`src/rtl/irq_lvl_pkg.sv`:
```
// Package: shared constants and the level encoding for the slot requester.
// Assumes a fixed bus of eight request lines and four time slots.
package irq_lvl_pkg;

    localparam int NUM_LINES = 8;
    localparam int NUM_SLOTS = 4;
    localparam int LINE_W    = $clog2(NUM_LINES);
    localparam int SLOT_W    = $clog2(NUM_SLOTS);
    localparam int LVL_W     = LINE_W + SLOT_W;

    // Level code: line number in the upper bits, slot number in the lower bits.
    typedef struct packed {
        logic [LINE_W-1:0] line;
        logic [SLOT_W-1:0] slot;
    } level_t;

endpackage

```
`src/rtl/irq_lvl_reg.sv`:
```
// Module: holds the programmed interrupt level and provides read-back.
// Assumes REG_W > LVL_W. Bits above the level field are dropped on write
// and read as zero.
module irq_lvl_reg
    import irq_lvl_pkg::*;
#(
    parameter int REG_W = 16
) (
    input  logic             clk,
    input  logic             rst_n,
    input  logic             we,
    input  logic [REG_W-1:0] wdata,
    output level_t           level_o,
    output logic [REG_W-1:0] rdata
);

    level_t level_q;

    // Capture a new level on a write; clear it on reset.
    always_ff @(posedge clk) begin
        if (!rst_n) begin
            level_q <= '0;
        end else if (we) begin
            level_q <= level_t'(wdata[LVL_W-1:0]);
        end
    end

    // Zero-extend the stored level onto the read bus.
    always_comb begin
        rdata              = '0;
        rdata[LVL_W-1:0]   = level_q;
    end

    assign level_o = level_q;

endmodule

```
`src/rtl/irq_req_collect.sv`:
```
// Module: masks pending flags with their enables and ORs them into one request.
// Assumes both vectors are already synchronous to clk.
module irq_req_collect #(
    parameter int N_SRC = 16
) (
    input  logic [N_SRC-1:0] pend,
    input  logic [N_SRC-1:0] en,
    output logic             req
);

    logic [N_SRC-1:0] masked;

    // One masking gate per source.
    for (genvar s = 0; s < N_SRC; s++) begin : g_mask
        assign masked[s] = pend[s] & en[s];
    end

    // Any enabled pending source raises the group request.
    always_comb begin
        req = |masked;
    end

endmodule

```
`src/rtl/irq_line_drive.sv`:
```
// Module: decodes the level into one active-low line, gated by slot match.
// Assumes slot_i is the bus slot counter for the current cycle.
module irq_line_drive
    import irq_lvl_pkg::*;
(
    input  logic                 req,
    input  level_t               level,
    input  logic [SLOT_W-1:0]    slot_i,
    output logic [NUM_LINES-1:0] irq_n,
    output logic                 slot_hit
);

    // Slot comparator shared by every line.
    always_comb begin
        slot_hit = (slot_i == level.slot);
    end

    // One decoder per line: pull low only when selected, requested and in slot.
    for (genvar g = 0; g < NUM_LINES; g++) begin : g_line
        assign irq_n[g] = ~(req && slot_hit && (level.line == LINE_W'(g)));
    end

endmodule

```
`src/rtl/irq_slot_requester.sv`:
```
// Module (top): time-multiplexed interrupt level requester for a group of
// sources that share one programmed level. The outputs are combinational
// from the inputs and the level register, so the block adds no latency.
module irq_slot_requester
    import irq_lvl_pkg::*;
#(
    parameter int N_SRC = 16,
    parameter int REG_W = 16
) (
    input  logic                 clk,
    input  logic                 rst_n,
    input  logic [N_SRC-1:0]     pend_i,
    input  logic [N_SRC-1:0]     en_i,
    input  logic                 reg_we,
    input  logic [REG_W-1:0]     reg_wdata,
    output logic [REG_W-1:0]     reg_rdata,
    input  logic [SLOT_W-1:0]    slot_i,
    output logic [NUM_LINES-1:0] irq_n_o,
    output logic                 slot_hit_o
);

    level_t level;
    logic   req;

    irq_lvl_reg #(.REG_W(REG_W)) u_reg (
        .clk     (clk),
        .rst_n   (rst_n),
        .we      (reg_we),
        .wdata   (reg_wdata),
        .level_o (level),
        .rdata   (reg_rdata)
    );

    irq_req_collect #(.N_SRC(N_SRC)) u_collect (
        .pend (pend_i),
        .en   (en_i),
        .req  (req)
    );

    irq_line_drive u_drive (
        .req      (req),
        .level    (level),
        .slot_i   (slot_i),
        .irq_n    (irq_n_o),
        .slot_hit (slot_hit_o)
    );

endmodule

```
`config.mk`:
```
export PLATFORM = sky130hd
export DESIGN_NAME = irq_slot_requester
export DESIGN_NICKNAME = d
export VERILOG_FILES = /design/src/rtl/irq_lvl_pkg.sv /design/src/rtl/irq_lvl_reg.sv /design/src/rtl/irq_req_collect.sv /design/src/rtl/irq_line_drive.sv /design/src/rtl/irq_slot_requester.sv
export SDC_FILE = /design/constraint.sdc
export NUM_CORES = 1
export LEC_CHECK = 0
export ABC_CLOCK_PERIOD_IN_PS = 1300
export BUFFER_PORTS_ARGS = -buffer_cell sky130_fd_sc_hd__buf_2
export CAP_MARGIN = 20
export CORE_ASPECT_RATIO = 1.25
export CORE_MARGIN = 2
export CORE_UTILIZATION = 28
export CTS_CLUSTER_SIZE = 28
export DETAILED_ROUTE_END_ITERATION = 16
export PLACE_DENSITY = 0.78
export SKIP_CTS_REPAIR_TIMING = 1
export SLEW_MARGIN = 20
export SYNTH_ARGS = -nofsm -noshare
export SYNTH_HDL_FRONTEND = slang
export SYNTH_SLANG_ARGS = --single-unit
```
`constraint.sdc`:
```
create_clock -name clk -period 1.3 [get_ports clk]
set_clock_uncertainty 0.05 [all_clocks]
set_input_delay 0.13 -clock clk [delete_from_list [all_inputs] [get_ports clk]]
set_output_delay 0.13 -clock clk [all_outputs]
set_load 0.02 [all_outputs]
```
==> results of run 1 <==
## cell usage after synthesis
master,number,area share
nand4b_1,3,0.052
a221oi_2,3,0.089
mux2i_1,5,0.099
nand4_1,3,0.037
nand3_1,2,0.020
nor2_1,2,0.015
a221oi_4,1,0.052
clkbuf_1,1,0.0074
a22o_1,4,0.069
nor2b_1,7,0.086
nand4_4,1,0.042
buf_4,11,0.16
nor2_2,1,0.012
xor2_1,2,0.034
nand2_1,1,0.0074
dfxtp_1,5,0.20
conb_1,1,0.0074
and3_1,1,0.012
## final timing paths
check,start,end,slack [ps]
worst max-delay path,u_reg.level_o[0]$_SDFFE_PN0P_,irq_n_o[1],-80
worst min-delay path,rst_n,u_reg.level_o[1]$_SDFFE_PN0P_,100
worst max register to register,u_reg.level_o[1]$_SDFFE_PN0P_,u_reg.level_o[1]$_SDFFE_PN0P_,440
worst min register to register,u_reg.level_o[4]$_SDFFE_PN0P_,u_reg.level_o[4]$_SDFFE_PN0P_,520
## logic make-up (layout without fill, tap and decap cells)
group | after synthesis | count (layout)
buffers and inverters | 12 | 60
other | 1 | 11
flip-flops | 5 | 5
multiplexers | 5 | 5
AO/OA/AOI/OAI | 8 | 8
AND/OR/NAND/NOR | 21 | 22
XOR/XNOR | 2 | 2
## layout make-up
| class | count | area [sq um] | share of cell area |
|---|---|---|---|
| multi-input combinational | 48 | 413 | 0.467 |
| tap | 19 | 23.8 | 0.0269 |
| clock buffer | 4 | 26.3 | 0.0297 |
| sequential | 5 | 108 | 0.122 |
| timing repair buffer | 56 | 313 | 0.354 |
## layer usage
layer / vias up / wire (um)
li1: 299 / -
met1: 269 / 420
met2: 42 / 797
met3: 4 / 168
met4: 0 / 35
met5: - / 0
## power groups by stage
stage	Clock, W	Sequential [W]	Combinational, W
2_1_floorplan	0	0.000188	0.000143
5_1_grt	0.000195	0.000183	0.000267
4_1_cts	0.000186	0.000177	0.000223
6_report	0.000176	0.000180	0.000249
3_5_place_dp	0	0.000180	0.000223
3_3_place_gp	0	0.000179	0.000217
## metrics by stage
stage	area [sq um]	worst slack (ps)
floorplan	552	10.6
global placement	764	-71.6
detailed placement	764	-86.7
CTS	791	-118
global route	883	-147
finish	883	-83.8
==> results by group, run 1 <==
Logic synthesis
  – Post-Synthesis Cells: 54
  – Post-synthesis register bit count: 5
  – Synth Area in Simple Gates: 0.283
  – Synth cell types: 18
  – Post-Synth XOR/XNOR Area: 0.0345
  – Mux share of post-synthesis cell area: 0.0985
  – Synth Area in Compound Gates: 0.209
  – Largest family of logic cells by synthesized area: simple AND/OR/NAND/NOR gates
  – Synth warnings: 0
  – Adder-cell share of the synthesized area: 0
  – Syn avg cell area: 9.41 sq um
  – Sequential fraction of the synthesis area: 0.197
  – Synth Cell Area: 508 sq um

Global route
  – Vias in the first global route: 547
  – M3 GR Usage: 0.0243
  – Met2 GRT Util: 0.258
  – Global-route wire length before repair: 2080 um
  – Largest net degree at the start of global routing: 11
  – Grt peak-use layer: met2
  – Routing usage on met1: 0.107
  – Gr usage total: 0.125
  – Grt ovf: 0
  – Initial antenna violation count: 0

Run
  – MaxCap Viol Count: 0

STA
  – Minimum clock period after layout: 1380 ps
  – Final worst setup slack: -83.8 ps
  – RSZ-0062 raised after global routing: true
  – Fin crit share: 1.06
  – Setup violators final: 8
  – Hold_ws: 101 ps
  – TNS Setup: -452 ps
  – Final hold viol count: 0
  – Max Fclk: 723 MHz
  – Final Max Tran Viols: 0

Worst setup path
  – Required time worst endpoint: 1120 ps
  – Worst-path cell chain: xor2_4 > nor2_4 > nand4_1 > buf_4
  – Top delay family on crit path: flip-flops
  – Reg2reg path depth: 3
  – CP Launch Type: flip-flop
  – CP peak stage delay: 360 ps
  – CP Data Arrival Time: 1200 ps
  – Kind of critical path: flip-flop to primary output
  – Crit-path max FO: 5
  – Critical path depth: 4
  – Slowest CP cell: dfxtp_4
  – Setup crit end kind: primary output
  – Buffers and inverters on the worst path: 1

Pwr
  – Flop pwr share: 0.297
  – Leakage: 0.447 nW
  – Psw: 0.000211 W
  – Switching Fraction: 0.348
  – Design Power: 0.000605 W
  – P_int: 0.000394 W
  – Max IR drop VDD: 0.583 mV
  – Combinational power share: 0.412
  – Cell Pwr Density: 685 mW/mm^2
  – Clk pwr share: 0.291

Drt
  – Vias/cell: 4.65
  – Drt pass-1 iters: 1
  – Final ANT Viol Nets: 0
  – WL final: 1420 um
  – Drt wl/cell: 10.8 um
  – Drc violations: 0
  – Via count: 614
  – Initial DRC count: 0

CTS
  – CTS root buf: clkbuf_4
  – Clock Pin Slew Worst Setup and Hold Paths: 40 ps
  – Worst skew pair latency: 240 ps
  – H-tree depth: 1
  – CTS sink cnt: 5
  – CTS tree: built
  – Clock Tree Buf Depth: 2
  – Inserted Clock Buffers: 3

Layout
  – Cell Count, Final, Fillers Out: 132
  – Fraction of layout cells with a size suffix above 1: 0.637
  – Largest register FFs: 5
  – Most common cell after layout, fill and taps aside: buf_2
  – Nets: 167
  – Final core occ: 0.506
  – Ant diodes: 0
  – Fill count: 175
  – Commonest non-fill, non-tap cells in the layout: buf_2 (46), conb_1 (11), buf_4 (8), nor2b_1 (7), mux2i_1 (5)
  – Layout Area Growth over Synthesis: 73.9%

Hold path
  – Worst hold stages: 2
  – Type of the worst min-delay path: input port to flip-flop

Place
  – Placer Congestion: 0.676
  – Placed insts: 126
  – I/O Buffers: 55

Floorplanning
  – DIE WIDTH: 42.1 um
  – Die Footprint: 0.00217 sq mm
  – Core Region: 0.00174 sq mm
  – FP Rows: 17
  – Vert. Die Dim: 51.6 um
  – IO Pins: 78
  – Initial Util: 0.291

Run status
  – Status: finished with violations
  – Failing checks: setup timing
Note: power is estimated with default switching activity, not from simulation.
==> run 2: changes to the inputs <==
--- a/config.mk
+++ b/config.mk
@@ -8,12 +8,14 @@
 export ABC_CLOCK_PERIOD_IN_PS = 1300
 export BUFFER_PORTS_ARGS = -buffer_cell sky130_fd_sc_hd__buf_2
 export CAP_MARGIN = 20
+export CELL_PAD_IN_SITES_DETAIL_PLACEMENT = 0
+export CELL_PAD_IN_SITES_GLOBAL_PLACEMENT = 1
 export CORE_ASPECT_RATIO = 1.25
 export CORE_MARGIN = 2
-export CORE_UTILIZATION = 28
+export CORE_UTILIZATION = 17
 export CTS_CLUSTER_SIZE = 28
 export DETAILED_ROUTE_END_ITERATION = 16
-export PLACE_DENSITY = 0.78
+export PLACE_DENSITY_LB_ADDON = 0.1
 export SKIP_CTS_REPAIR_TIMING = 1
 export SLEW_MARGIN = 20
 export SYNTH_ARGS = -nofsm -noshare
==> results by group, run 2 (same netlist as run 1, synthesis figures left out) <==
Hold path
  – Worst hold stages: 3 (+1)
  – Type of the worst min-delay path: input port to flip-flop

STA
  – Minimum clock period after layout: 1390 ps (+4.42 ps)
  – Final hold viol count: 0 (unchanged)
  – Setup violators final: 9 (+1)
  – RSZ-0062 raised after global routing: true
  – Final Max Tran Viols: 0 (unchanged)
  – Fin crit share: 1.07 (+0.00340)
  – Max Fclk: 720 MHz (-0.32%)
  – Final worst setup slack: -88.2 ps (-4.42 ps)
  – Hold_ws: 105 ps (+3.55 ps)

Global route
  – Grt peak-use layer: met2
  – Gr usage total: 0.0856 (-0.0395)
  – Vias in the first global route: 570 (+4.2%)
  – Initial antenna violation count: 0 (unchanged)
  – M3 GR Usage: 0.0182 (-0.00612)
  – Grt ovf: 0 (unchanged)
  – Global-route wire length before repair: 2260 um (+8.6%)
  – Routing usage on met1: 0.0937 (-0.0134)
  – Largest net degree at the start of global routing: 11 (unchanged)
  – Met2 GRT Util: 0.158 (-0.100)

Worst setup path
  – Reg2reg path depth: 3 (unchanged)
  – Slowest CP cell: dfxtp_4
  – CP Data Arrival Time: 1210 ps (about the same)
  – Kind of critical path: flip-flop to primary output
  – CP Launch Type: flip-flop
  – Crit-path max FO: 5 (unchanged)
  – Required time worst endpoint: 1120 ps (about the same)
  – Setup crit end kind: primary output
  – Worst-path cell chain: xor2_4 > nor2_4 > nand4b_1 > buf_4
  – CP peak stage delay: 350 ps (about the same)

Floorplanning
  – Initial Util: 0.176 (-0.115)
  – Vert. Die Dim: 65.1 um (+26%)
  – FP Rows: 22 (+5)
  – DIE WIDTH: 52.9 um (+26%)
  – IO Pins: 78 (unchanged)
  – Core Region: 0.00289 sq mm (+66%)
  – Die Footprint: 0.00344 sq mm (+59%)

Run status
  – Status: finished with violations
  – Failing checks: setup timing

Layout
  – Ant diodes: 0 (unchanged)
  – Largest register FFs: 5 (unchanged)
  – Cell Count, Final, Fillers Out: 149 (+13%)
  – Fraction of layout cells with a size suffix above 1: 0.619 (-0.0177)
  – Layout Area Growth over Synthesis: 78.3%
  – Post-Layout Inst Area: 906 sq um (+2.5%)
  – Final core occ: 0.313 (-0.193)
  – Most common cell after layout, fill and taps aside: buf_2
  – Commonest non-fill, non-tap cells in the layout: buf_2 (48), conb_1 (11), nor2b_1 (7), mux2i_1 (5), buf_6 (5)
  – Nets: 167 (unchanged)

Place
  – Placed insts: 143 (+13%)
  – Placed Area: 786 sq um (+2.8%)
  – Placed wire-length estimate after detailed placement: 1260 um
  – Placer Congestion: 0.652 (-3.5%)
  – I/O Buffers: 55 (unchanged)

Drt
  – Final ANT Viol Nets: 0 (unchanged)
  – Drt wl/cell: 10.3 um (-4.0%)
  – Initial DRC count: 17 (+17)
  – Via count: 601 (-2.1%)
  – Vias/cell: 4.03 (-13%)
  – Drc violations: 0 (unchanged)
  – Drt pass-1 iters: 3 (+2)
  – WL final: 1540 um (+8.4%)

CTS
  – CTS sink cnt: 5 (unchanged)
  – Clock Tree Buf Depth: 2 (unchanged)
  – Clock Pin Slew Worst Setup and Hold Paths: 40 ps (about the same)
  – Inserted Clock Buffers: 3 (unchanged)
  – H-tree depth: 1 (unchanged)
  – Worst skew pair latency: 230 ps (about the same)
  – CTS root buf: clkbuf_4
  – CTS tree: built

Run
  – MaxCap Viol Count: 0 (unchanged)

Pwr
  – Design Power: 0.000598 W (-1.2%)
  – Max IR drop VDD: 0.481 mV (-18%)
  – Leakage: 0.446 nW (-0.24%)
  – Cell Pwr Density: 660 mW/mm^2 (-3.7%)
-- run 2: cell counts in the layout (fill, tap and decap cells not counted) --
No cell type changed its count.
-- run 2: worst max-delay path, delay by kind of cell, from the launching register on --
| kind | cells | cell delay [ps] |
|---|---|---|
| flip-flops | 1 | 350 |
| AND/OR/NAND/NOR | 2 | 290 |
| buffers and inverters | 1 | 170 |
| XOR/XNOR | 1 | 160 |
-- run 2: final timing paths --
| check | startpoint | end | slack [ps] |
|---|---|---|---|
| worst min-delay path | reg_wdata[1] | u_reg.level_o[1]$_SDFFE_PN0P_ | 100 |
| worst max-delay path | u_reg.level_o[0]$_SDFFE_PN0P_ | irq_n_o[4] | -90 |
| worst min register to register | u_reg.level_o[1]$_SDFFE_PN0P_ | u_reg.level_o[1]$_SDFFE_PN0P_ | 520 |
| worst max register to register | u_reg.level_o[0]$_SDFFE_PN0P_ | u_reg.level_o[0]$_SDFFE_PN0P_ | 470 |
-- run 2: layout make-up --
cell class,count,area (sq um)
Tap cell,36,45.0
Clock buffer,4,26.3
Multi-Input combinational cell,48,408
Timing Repair Buffer,56,319
Sequential cell,5,108
Fill cell,322,1980
-- run 2: per-stage QoR --
stage / TNS, ps / setup WS [ps]
floorplan: 0 / 10.6
global placement: -808 / -125
detailed placement: -849 / -128
CTS: -1270 / -165
global route: -1490 / -197
finish: -639 / -88.2
-- run 2: report_power, final --
| part | switching [W] | internal, W |
|---|---|---|
| clock | 0.0000550 | 0.000115 |
| sequential | 0.0000164 | 0.000162 |
| combinational | 0.000134 | 0.000115 |
| total | 0.000205 | 0.000393 |
-- run 2: routing by layer --
metal  routed length, um  up-vias  share of wire
li1                    -      298              -
met5                   0        -              0
met4                   0        0              0
met3                 239        0           0.16
met2                 789       49           0.51
met1                 510      254           0.33
